File: config.mk
export PLATFORM = sky130hd
export DESIGN_NAME = bmove_addr_unit
export DESIGN_NICKNAME = d
export VERILOG_FILES = /design/src/rtl/bmove_addr_unit.sv
export SDC_FILE = /design/constraint.sdc
export NUM_CORES = 1
export LEC_CHECK = 0
export ABC_CLOCK_PERIOD_IN_PS = 4000
export BUFFER_PORTS_ARGS = -buffer_cell sky130_fd_sc_hd__buf_4
export CAP_MARGIN = 20
export CORE_MARGIN = 1.5
export CORE_UTILIZATION = 54
export DETAILED_ROUTE_END_ITERATION = 12
export GPL_TIMING_DRIVEN = 0
export PLACE_DENSITY = 0.8
export RECOVER_POWER = 50
export SLEW_MARGIN = 0
export SYNTH_ARGS = -nofsm -noshare
export SYNTH_HDL_FRONTEND = slang
export SYNTH_SLANG_ARGS = --single-unit
export TNS_END_PERCENT = 50
File: constraint.sdc
create_clock -name clk -period 4 [get_ports clk]
set_input_delay 0.2 -clock clk [delete_from_list [all_inputs] [get_ports clk]]
set_output_delay 0.2 -clock clk [all_outputs]
set_load 0.01 [all_outputs]
File: src/rtl/bmove_addr_unit.sv
module bmove_addr_unit #(
  parameter int AW      = 32,
  parameter int CW      = 24,
  parameter int SELW    = 5,
  parameter int MAX_SEL = 21
) (
  input  logic            clk,
  input  logic            rst,
  input  logic            start,
  input  logic [31:0]     insn_word,
  input  logic [AW-1:0]   addr_word,
  input  logic [AW-1:0]   script_ptr,
  input  logic [AW-1:0]   ds_base,
  input  logic            en_40bit,
  input  logic            en_ti64,
  input  logic            en_d64,
  input  logic [2:0]      cur_phase,
  input  logic [AW-1:0]   dbms_in,
  input  logic [AW-1:0]   sbms_in,
  output logic [SELW-1:0] rf_sel,
  input  logic [AW-1:0]   rf_data,
  output logic            mem_req_valid,
  input  logic            mem_req_ready,
  output logic [AW-1:0]   mem_req_addr,
  output logic            mem_req_wide,
  input  logic            mem_rsp_valid,
  input  logic [2*AW-1:0] mem_rsp_data,
  output logic            dbm_wr_en,
  output logic [AW-1:0]   dbm_wr_data,
  output logic [AW-1:0]   dma_addr_lo,
  output logic [AW-1:0]   dma_addr_hi,
  output logic [CW-1:0]   byte_count,
  output logic [AW-1:0]   insn_addr,
  output logic [AW-1:0]   script_ptr_next,
  output logic            phase_mismatch,
  output logic            sel_error,
  output logic            xfer_go,
  output logic            done
);
  localparam int HB = AW - CW;

  typedef enum logic [2:0] {S_IDLE, S_REQ, S_WAIT, S_SEL, S_FIN} st_t;
  st_t st;

  logic [31:0]     insn_q;
  logic [AW-1:0]   addr_q, sp_q, req_addr_q, dbm_q, sbm_q, hi_tab_q;
  logic [2*AW-1:0] ent_q;
  logic            m40_q, mti_q, md64_q, wide_q, sel_bad_q;
  logic [2:0]      phase_q;

  wire in_ind   = insn_word[29];
  wire in_tab   = !insn_word[29] && insn_word[28];
  wire q_ind    = insn_q[29];
  wire q_tab    = !insn_q[29] && insn_q[28];
  wire q_d64    = md64_q && !insn_q[29] && !insn_q[28];
  wire q_tisel  = q_tab && mti_q && !m40_q;

  wire [AW-1:0] tab_off  = {{HB{addr_word[CW-1]}}, addr_word[CW-1:0]};
  wire [AW-1:0] tab_addr = ds_base + tab_off;

  logic [AW-1:0] hi_tab_now, hi_final;
  always_comb begin
    if (q_tab && m40_q)   hi_tab_now = {{(AW-8){1'b0}}, ent_q[31:24]};
    else if (q_tisel)     hi_tab_now = hi_tab_q;
    else                  hi_tab_now = '0;
    if (m40_q || mti_q)   hi_final = hi_tab_now;
    else if (dbm_q != '0) hi_final = dbm_q;
    else                  hi_final = sbm_q;
  end

  assign mem_req_valid = (st == S_REQ);
  assign mem_req_addr  = req_addr_q;
  assign mem_req_wide  = wide_q;
  assign rf_sel        = ent_q[24 +: SELW];

  always_ff @(posedge clk) begin
    if (rst) begin
      st <= S_IDLE;
      insn_q <= '0; addr_q <= '0; sp_q <= '0; req_addr_q <= '0;
      dbm_q <= '0; sbm_q <= '0; hi_tab_q <= '0; ent_q <= '0;
      m40_q <= 1'b0; mti_q <= 1'b0; md64_q <= 1'b0; wide_q <= 1'b0;
      sel_bad_q <= 1'b0; phase_q <= '0;
      dbm_wr_en <= 1'b0; dbm_wr_data <= '0;
      dma_addr_lo <= '0; dma_addr_hi <= '0; byte_count <= '0;
      insn_addr <= '0; script_ptr_next <= '0;
      phase_mismatch <= 1'b0; sel_error <= 1'b0; xfer_go <= 1'b0; done <= 1'b0;
    end else begin
      done      <= 1'b0;
      xfer_go   <= 1'b0;
      dbm_wr_en <= 1'b0;
      case (st)
        S_IDLE: if (start) begin
          insn_q    <= insn_word;
          addr_q    <= addr_word;
          sp_q      <= script_ptr;
          m40_q     <= en_40bit;
          mti_q     <= en_ti64;
          md64_q    <= en_d64;
          phase_q   <= cur_phase;
          dbm_q     <= dbms_in;
          sbm_q     <= sbms_in;
          sel_bad_q <= 1'b0;
          wide_q    <= in_tab;
          if (in_ind)      req_addr_q <= addr_word;
          else if (in_tab) req_addr_q <= tab_addr;
          else             req_addr_q <= script_ptr;
          st <= (in_ind || in_tab || en_d64) ? S_REQ : S_FIN;
        end
        S_REQ: if (mem_req_ready) st <= S_WAIT;
        S_WAIT: if (mem_rsp_valid) begin
          ent_q <= mem_rsp_data;
          if (q_d64) begin
            dbm_q       <= mem_rsp_data[AW-1:0];
            dbm_wr_en   <= 1'b1;
            dbm_wr_data <= mem_rsp_data[AW-1:0];
          end
          st <= q_tisel ? S_SEL : S_FIN;
        end
        S_SEL: begin
          if (int'(rf_sel) <= MAX_SEL) hi_tab_q <= rf_data;
          else                         sel_bad_q <= 1'b1;
          st <= S_FIN;
        end
        default: begin
          if (!q_tisel) hi_tab_q <= hi_tab_now;
          dma_addr_hi     <= hi_final;
          dma_addr_lo     <= q_ind ? ent_q[AW-1:0] : (q_tab ? ent_q[2*AW-1:AW] : addr_q);
          byte_count      <= q_tab ? ent_q[CW-1:0] : insn_q[CW-1:0];
          insn_addr       <= sp_q - AW'(8);
          script_ptr_next <= q_d64 ? sp_q + AW'(4) : sp_q;
          phase_mismatch  <= (phase_q != insn_q[26:24]);
          xfer_go         <= (phase_q == insn_q[26:24]);
          sel_error       <= q_tisel && sel_bad_q;
          done            <= 1'b1;
          st              <= S_IDLE;
        end
      endcase
    end
  end
endmodule


## After elaboration in Yosys (flattened, before gate mapping)

Index checks and enable logic that the tools add are counted.

| cells by class | value |
|---|---|
| shifts and indexed selects | 0 |
| bitwise logic cells | 3 |
| order comparisons | 1 |
| reductions and logical operators | 30 |
| muxes and demuxes | 28 |
| eq/ne operators | 12 |
| $mul | 0 |
| div/mod/pow operators | 0 |
| add/sub/neg operators | 3 |

Operators with widths:

| kind | count |
|---|---|
| $mux W32 | 14 |
| $pmux W32 S2 | 2 |
| $add A32 B3 Y32 const B | 1 |
| $add A32 B32 Y32 | 1 |
| $reduce_bool A32 Y1 | 1 |
| $sub A32 B4 Y32 const B | 1 |
| $mux W24 | 1 |
| $mux W3 | 5 |
| $pmux W3 S4 | 1 |
| $reduce_and A3 Y1 | 4 |
| $ne A2 B2 Y1 const B | 5 |
| $logic_and A1 B1 Y1 | 8 |
| $eq A3 B2 Y1 const B | 2 |
| $reduce_or A3 Y1 | 2 |
| $le A5 B5 Y1 const B | 1 |
| $reduce_or A5 Y1 | 1 |
| $logic_not A1 Y1 | 4 |
| $mux W1 | 4 |
| $ne A2 B1 Y1 const B | 2 |
| $reduce_and A2 Y1 | 2 |
| $reduce_and A4 Y1 | 1 |
| $reduce_bool A2 Y1 | 2 |
| $reduce_or A4 Y1 | 1 |
| $eq A3 B1 Y1 const B | 1 |
| other kinds (6) | 10 |

| word-level totals | value |
|---|---|
| bits in registers | 486 |
| bits in writable memories | 0 |
| memories kept | 0 |
| memory bits (read-only) | 0 |
| word-level logic and storage cells | 103 |
| latch bits | 0 |
| output and inout bits | 228 |
| input bits | 299 |

## Longest topological paths before layout

Gate-level depths: netlist of the first run.

| logic depth | value |
|---|---|
| depth in word-level cells | 8 |
| depth in mapped cells | 11 |
| gate-level depth less buffers | 10 |

## Worst setup path before layout of the first run

OpenSTA, ideal clock, no wires.

| path | value |
|---|---|
| path kind | reg-to-reg |
| from | reg sp_q[8] |
| to | reg insn_addr[30] |
| stages on the path, launching flop included | 9 |
| setup time | 0.091 ns |
| arrival time | 2.673 ns |
| buffers on the path | 2 |
| setup slack | 1.236 ns |
| clock period less this slack | 2.764 ns |
| cells stage by stage | dfxtp_1 -> buf_6 -> or4_4 -> or4_4 -> nand2b_4 -> or4_1 -> buf_2 -> or3_1 -> a311oi_1 |

| on the way | value |
|---|---|
| word-level cells in the longest chain between the ends | 1 |

RTL lines:

| what | RTL line | text |
|---|---|---|
| from (decl) | 46 | `logic [AW-1:0] addr_q, sp_q, req_addr_q, dbm_q, sbm_q, hi_tab_q;` |
| from (signal assigned) | 95 | `sp_q <= script_ptr;` |
| $sub A32 B4 Y32 | 129 | `insn_addr <= sp_q - AW'(8);` |
| to (signal assigned) | 129 |  |
| to (decl) | 33 | `output logic [AW-1:0] insn_addr,` |

No other way between the ends.
A chain may end at the register's enable or synchronous reset.

## Worst setup path after layout of the first run

| path | value |
|---|---|
| from | reg insn_q[28] |
| to | reg dma_addr_hi[22] |

| on the way | value |
|---|---|
| word-level cells in the longest chain between the ends | 6 |
| elaborated cells between the ends (all ways) | 7 |

RTL lines:

| what | RTL line | text |
|---|---|---|
| from (decl) | 45 | `logic [31:0] insn_q;` |
| from (signal assigned) | 93 | `insn_q <= insn_word;` |
| $logic_and A1 B1 Y1 (*) | 54 | `wire q_tab = !insn_q[29] && insn_q[28];` |
| $logic_and A1 B1 Y1 (2 in series) | 56 | `wire q_tisel = q_tab && mti_q && !m40_q;` |
| $mux W32 | 64 | `else if (q_tisel) hi_tab_now = hi_tab_q;` |
| $mux W32 (*) | 63 | `if (q_tab && m40_q) hi_tab_now = {{(AW-8){1'b0}}, ent_q[31:24]};` |
| $mux W32 (*) | 66 | `if (m40_q \|\| mti_q) hi_final = hi_tab_now;` |
| to (signal assigned) | 126 | `dma_addr_hi <= hi_final;` |
| to (decl) | 31 | `output logic [AW-1:0] dma_addr_hi,` |

Mark *: on every way between the ends. The rest lies on a longest branch, timed or not.

==> results summary, run 1 <==
The maximum resistive drop on vdd came out at 0.0003492 V. The number of CTS-inserted buffers came out at 50. Entering global routing, the biggest net connects 15 pins. The total count of max-transition violations in the final report was 0. The most used flip-flop cell after synthesis is dfxtp_1. In the post-synthesis netlist, the biggest area contributors are dfxtp_1, nand2_1, a21oi_1. In the final timing run, aggregate negative setup slack is 0 ns.

The final period utilization came out at 0.8790. For this design the total switching power over the nets is 3.969 mW. The data arrival time of the worst path came out at 4.04 ns. After clock tree synthesis, the setup repair step added 0 buffers. The share of synthesized area in the top cell type comes to 0.4426. In this run the cell area of the synthesized design comes to 21850 µm². The cell type with the largest total area after synthesis is dfxtp_1. The vertical extent of the die came out at 204.1 µm. The share of total power dissipated in the clock network is 0.382. The tightest min-delay check is of the in2reg type.

Along the worst hold path, the cell count comes to 3. CTS built an H-tree with a depth of 2. The total half-perimeter wirelength after legalization and detailed placement came out at 72080 µm. The detailed-router iteration count before antenna repair is 6. For this run the aggregate overflow at the end of global routing stands at 0. The type of element capturing the critical path is a flip-flop. The largest fanout of any net on the critical path came out at 10. In the final layout, the share of cells above drive strength 1 is 0.1160. Hold timing on the final database bottoms out at a slack of -0.02315 ns.

The global-route wire length before repair is 144000 µm. The worst setup path is launched from a flip-flop. The worst-margin pin slew is 1.109 ns. After clock tree synthesis, the clock-pin slew on the worst setup and hold paths is 0.06 ns. The average wire per cell in the routed design came out at 24.21 µm. The x dimension of the die is 204.1 µm. The initial antenna violation count was 2. The number of nets still failing antenna checks after routing came out at 0. The number of cells on the worst reg-to-reg path is 10. Once layout is complete, the utilization of the core stands at 0.7442. The later-pin clock latency in the skew report is 0.61 ns. The core region is 39820 µm². The internal reg-to-reg setup slack came out at 0.48 ns. The count of vias placed by the detailed router is 25077. No sink is reached through more buffers than the 3 on the longest clock path. The post-route clock skew is 0.01449 ns. Routability-driven placement finished with a final weighted congestion of 1.043. The number of max-cap violations came out at 0. The worst-case headroom to the max-slew limit came out at 0.2606.

The number of synthesized flops with an enable pin came out at 0. The cell count after placement came out at 3781. The final critical-path required period came out at 3.516 ns. Derived from the worst setup path, the maximum achievable clock frequency is 284.4 MHz. The post-route non-filler standard cell count is 4107. For this block, the initial DRC count from the detailed router was 3293. The number of register bits inferred by synthesis is 483. The checks that failed: hold timing. The power share of the combinational group came out at 0.205.

The number of hold violations in the final report is 1. Counting every instance in the synthesized netlist gives 2734. The yosys synthesis warning count came out at 0. Setup repair after global routing left no endpoint under its margin.

The netlist uses 70 different library cells. The share of power burned in registers came out at 0.412. Of the synthesized area, sequential elements account for 0.4426. The number of failing setup endpoints in the final timing report is 0. The number of buffer cells added on primary ports came out at 521. The synthesized area per cell came out at 7.990 µm². The CTS tree is done. After floorplanning, the core was divided into 73 placement rows. The post-synthesis to final-layout area growth came out at 35.66%. The number of fillers in the final layout is 3113. The number of global-route vias before repair was 24031. The effective utilization at floorplan is 0.5486.

The critical path data required time is 4.52 ns. In the routed design, unresolved DRC markers number 0. The critical path start-end classification is reg2reg.

The tree is rooted in a clkbuf_16. The sink count of the clock tree is 483. After synthesis, the share of flip-flops with an asynchronous set or reset is 0. The total power divided by cell area came out at 440.1 nW/µm². For this run, the post-layout net count is 3878. Of the total power, the share spent switching nets is 0.3043.

After detailed routing, the total wire length is 99410 µm. The cell internal power dissipation is 9.075 mW. The per-cell via count in the routed design is 6.106. Counting every net in the synthesized netlist gives 3068.

The static power due to leakage came out at 10.97 nW. The overall global routing resource usage is 0.4583. The flow ran to the end, but the final reports show violations. The number of ports placed on the die boundary came out at 527.

The die outline area came out at 41670 µm².
==> cells in the final DEF (no fill, tap or decap), types with 51 or more instances in the layout <==
cell type	count
a211oi_1	118
a21oi_1	324
buf_4	300
clkbuf_1	428
clkbuf_16	51
dfxtp_1	483
dlygate4sd3_1	236
mux2i_1	135
nand2_1	591
nor2_1	272
o21ai_0	114
==> logic make-up (layout without fill, tap and decap cells) <==
group           Yosys count  after routing  share of synthesized area
flops                   483            483                     0.4426
fa+ha+maj                35             35                    0.02039
compound gates          720            720                     0.1997
mux                     143            143                    0.06598
other cells               0              3                          0
xor+xnor                 63             63                    0.02526
buf+inv                 245           1090                    0.04404
simple gates           1045           1045                     0.2021
==> cell type report <==
class / instances / area, µm² / share of cell area
clock buffers: 65 / 1369 / 0.04619
flip-flops and latches: 483 / 9669 / 0.3263
multi-input cells: 2006 / 11190 / 0.3777
plain buffers: 231 / 902.1 / 0.03044
clock inverters: 22 / 339.1 / 0.01144
repair buffers: 758 / 5448 / 0.1838
inverters: 14 / 52.55 / 0.001773
diodes: 3 / 7.507 / 0.0002533
well taps: 525 / 656.9 / 0.02216
==> worst max-delay path, cell delays in order (launching register included) <==
cell and delay, ns:
dfxtp_1 0.32, buf_2 0.26, nand2b_1 0.08, clkbuf_1 0.33, nor3b_1 0.81, clkbuf_1 0.58
buf_1 0.48, nand2_1 0.13, o211ai_1 0.12, o21ai_0 0.17, nor2_1 0.15
==> sequential cells by signal, indices dropped and copies added, names as in the netlist, 3 cells and up <==
name and flops:
ent_q 64, sp_q 32, dbm_wr_data 32, insn_addr 32
dma_addr_lo 32, mem_req_addr 32, byte_count 24, hi_tab_q 32
script_ptr_next 30, sbm_q 32, insn_q 29, dma_addr_hi 32
addr_q 32, phase_q 3, st 3, dbm_q 32
==> power by group through the flow <==
stage | clock network, mW | logic (mW) | registers (mW)
after floorplan | 0 | 1.38 | 5.43
after global placement | 0 | 2.41 | 5.45
after detailed placement | 0 | 2.46 | 5.46
after CTS | 4.94 | 2.66 | 5.36
after global routing | 5.14 | 2.84 | 5.39
final | 4.99 | 2.68 | 5.38
==> cell usage after synthesis (5+ instances only) <==
cell type	n
a31o_2	5
a22oi_1	33
mux2i_1	135
nor2_1	272
nand2b_1	16
a211oi_1	118
a311oi_1	16
buf_2	7
mux2_2	8
and3_1	14
or4_1	5
xor2_1	29
nand4_1	13
nand2_1	591
o21ai_0	114
buf_4	7
dfxtp_1	483
ha_1	34
nand3_1	28
a21o_1	15
a31oi_1	13
nor4_1	10
clkbuf_1	192
inv_1	13
xnor2_1	34
nor2b_1	11
nor3b_1	8
buf_1	24
o31ai_1	6
nor3_1	25
or3_1	20
and4_1	5
a21oi_1	324
o211ai_1	42
==> routing by layer <==
metal,share of wire,track usage,up-vias
met2,0.44,0.7183,1792
met4,0.073,0.2946,2
li1,-,-,11080
met3,0.11,0.1016,444
met1,0.37,0.5692,11759
met5,0.00014,0,-
==> metrics by stage <==
stage          worst slack (ns)  instance area, µm²  power [mW]
2_1_floorplan             1.236               21850       6.807
3_3_place_gp             0.8381               26410       7.863
3_5_place_dp             0.7813               26420       7.919
4_1_cts                  0.7455               30490       12.96
5_1_grt                  0.3821               29630       13.36
6_report                 0.4838               29640       13.04
==> worst paths after layout <==
check	from	end
max	insn_q[28]	dma_addr_hi[22]
min	dbms_in[14]	dbm_q[14]
max reg2reg	insn_q[28]	dma_addr_hi[22]
min reg2reg	ent_q[47]	ent_q[47]
==> repair_timing <==
| item | CTS | global route |
|---|---|---|
| gates resized for setup | 0 | 0 |
| hold endpoints to repair | 274 | 0 |
| hold buffers | 236 | 0 |
(Power assumes the default switching activity.)
==> inputs of run 2 (changes only) <==
- GPL_TIMING_DRIVEN: 0 -> 1
- REMOVE_ABC_BUFFERS: unset -> 1
- SETUP_SLACK_MARGIN: unset -> 0.5
==> run 2 against run 1 <==
The run ends with capacitance limit, slew limit left. Critical path depth down 1. Global-route usage down 6.4 points. Core utilization down 1.4 points. Clock-buffer cell count up 5. Maximum frequency down 0.43%. Highest routed layer is now met4. Non-clock buffer count down 194. Combinational power down 7.5%. Register-to-register slack worse by 0.02 ns. Clock skew down 0.0041 ns. Sequential power about the same.
==> results summary, run 2 (synthesis gave the netlist of run 1 again) <==
The worst-path cell with the longest stage delay is nor3b_1 (unchanged). The fmax is 283.2 MHz (was 284.4 MHz). The most frequent standard cell in the layout excluding fill and tap cells is nand2_1 (unchanged). The worst-case headroom to the max-slew limit is -0.006863 (was 0.2606).

The worst hold-check path type is in2reg (unchanged). The per-cell via count in the routed design was 6.008 (was 6.106). The number of max-cap violations came out at 1 (was 0). The post-route non-filler standard cell count came to 3920 (was 4107). Unrepaired setup endpoints after global routing: false (unchanged). The number of hold-repair buffers added at the cts stage is 244 (was 236).

The critical path data required time came out at 4.48 ns (was 4.52 ns). The number of global-route vias before repair was 22955 (was 24031). The overall global routing resource usage came out at 0.3943 (was 0.4583). The pin count of the biggest net entering global routing came out at 219 (was 15).

The final weighted congestion of routability-driven global placement came out at 0.9463 (was 1.043). The initial antenna violation count is 6 (was 2). The clock input transition at the sequential cells of the worst setup and hold paths was 0.06 ns (about the same). The total count of max-transition violations in the final report was 35 (was 0). The maximum resistive drop on vdd is 0.0003864 V (was 0.0003492 V). The worst-case setup slack after placement is 0.9643 ns (was 0.7813 ns).

The post-synthesis to final-layout area growth came out at 33.08% (was 35.66%). The count of cells resized by post-cts repair is 0 (unchanged). The final period utilization came out at 0.8828 (was 0.8790). The number of remaining DRC errors is 0 (unchanged).

The overflow left after global routing came out at 0 (unchanged). The internal reg-to-reg setup slack came to 0.47 ns (was 0.48 ns). The master cell of the clock root buffer is clkbuf_16 (unchanged). The critical path start-end classification is reg2reg (unchanged). The sink count of the clock tree is 483 (unchanged). The count of vias placed by the detailed router came out at 23552 (was 25077). The data arrival time of the worst path is 4.01 ns (was 4.04 ns). The number of failing setup endpoints in the final timing report is 0 (unchanged).

The kind of start point of the critical path is a flip-flop (unchanged). The later-pin clock latency in the skew report came out at 0.60 ns (was 0.61 ns). The number of nets still failing antenna checks after routing was 0 (unchanged). The static power due to leakage came out at 10.81 nW (was 10.97 nW). The x dimension of the die came to 204.1 µm (unchanged). The final critical-path required period was 3.531 ns (was 3.516 ns). The setup slack after layout came out at 0.4687 ns (was 0.4838 ns). The maximum clock path buffer count is 3 (unchanged).

The number of hold violations in the final report is 0 (was 1). The number of CTS-inserted buffers is 50 (unchanged). The total number of placement rows came out at 73 (unchanged). The number of buffer cells added on primary ports is 523 (was 521). Highest-count cells in the layout ignoring fill and taps: nand2_1, dfxtp_1, a21oi_1 (was nand2_1, dfxtp_1, clkbuf_1). Run status: finished with violations (unchanged). The die outline area came out at 41670 µm² (unchanged).

The total power divided by cell area is 437.1 nW/µm² (was 440.1 nW/µm²). The detailed-router iteration count before antenna repair is 6 (unchanged). The number of flip-flops in the largest register came out at 64 (unchanged). The layout net count was 3684 (was 3878). The vertical extent of the die is 204.1 µm (unchanged). Critical Path, Cell by Cell: nor3b_1 > buf_4 > and4_1 > and3b_1 > and2b_1 > nand2b_1 > or2_1 > or3_1 > a311oi_1 (was buf_2 > nand2b_1 > clkbuf_1 > nor3b_1 > clkbuf_1 > buf_1 > nand2_1 > o211ai_1 > o21ai_0 > nor2_1). The worst-margin pin slew came out at 1.507 ns (was 1.109 ns). The effective utilization at floorplan was 0.5486 (unchanged). The total half-perimeter wirelength after legalization and detailed placement is 56090 µm (was 72080 µm). Violations in the final reports: capacitance limit, slew limit (was hold timing).

The post-layout utilization of the core was 0.7300 (was 0.7442). The global-route wire length before repair is 128300 µm (was 144000 µm). The register containing the most flip-flops in the final layout is ent_q (unchanged). The maximum single-stage delay on the critical path was 0.73 ns (was 0.81 ns). The average wire per cell in the routed design is 21.98 µm (was 24.21 µm). The number of buffers inserted to repair setup after CTS came out at 0 (unchanged). The worst hold-check slack is 0.009478 ns (was -0.02315 ns). The number of ports placed on the die boundary came out at 527 (unchanged).

The number of DRC violations after detailed-routing iteration 0 came out at 2553 (was 3293). The post-route clock skew is 0.01042 ns (was 0.01449 ns). The cell count after placement came out at 3579 (was 3781).

The maximum level of the CTS H-tree came to 2 (unchanged). The type of element capturing the critical path is a flip-flop (unchanged). The wire length reported by the detailed router came out at 86150 µm (was 99410 µm).

The CTS tree is done (unchanged). The share of cells above drive strength 1 came out at 0.1290 (was 0.1160). The overall power of the completed layout came out at 12.71 mW (was 13.04 mW).

The largest fanout of any net on the critical path was 7 (was 10). The area of the core came out at 39820 µm² (unchanged).
run 2: layer usage:
layer / routed length (µm) / global-route usage / up-vias
met5: 0 / 0 / -
met4: 5779 / 0.2437 / 0
met3: 7957 / 0.08179 / 364
met2: 39900 / 0.6570 / 1422
met1: 32510 / 0.4645 / 11056
li1: - / - / 10710
run 2: worst max-delay path: cells and delay by family, from the launching register on:
family	cells	cell delay (ns)
buffers and inverters	1	0.29
and+or+nand+nor	7	2.47
AOI/OAI and AO/OA	1	0.35
DFF	1	0.32
run 2: report_power, final:
part / switching [mW] / internal (mW) / leakage [nW]
Clock: 2.04 / 2.80 / 0.828
Sequential: 0.261 / 5.13 / 3.93
Combinational: 1.48 / 0.996 / 6.05
Total: 3.78 / 8.92 / 10.8
run 2: worst paths after layout:
check / start / end / cells past startpoint
hold / removal: dbms_in[6] / dbm_q[6] / 3
hold reg to reg: addr_q[19] / addr_q[19] / 2
setup / recovery: md64_q / script_ptr_next[31] / 9
setup reg to reg: md64_q / script_ptr_next[31] / 9
run 2: cell type report:
cell class / count / area (µm²)
Inverter: 14 / 52.55
Timing Repair Buffer: 795 / 5762
Clock inverter: 19 / 232.7
Sequential cell: 483 / 9671
Fill cell: 3048 / 10750
Antenna cell: 8 / 20.02
Tap cell: 525 / 656.9
Multi-Input combinational cell: 2006 / 11220
Clock buffer: 70 / 1456
run 2: per-stage QoR:
stage | cell area [µm²] | setup TNS, ns
6_report | 29070 | 0
3_3_place_gp | 25840 | 0
5_1_grt | 29070 | 0
4_1_cts | 29970 | 0
2_1_floorplan | 20940 | -2061.75
3_5_place_dp | 25840 | 0
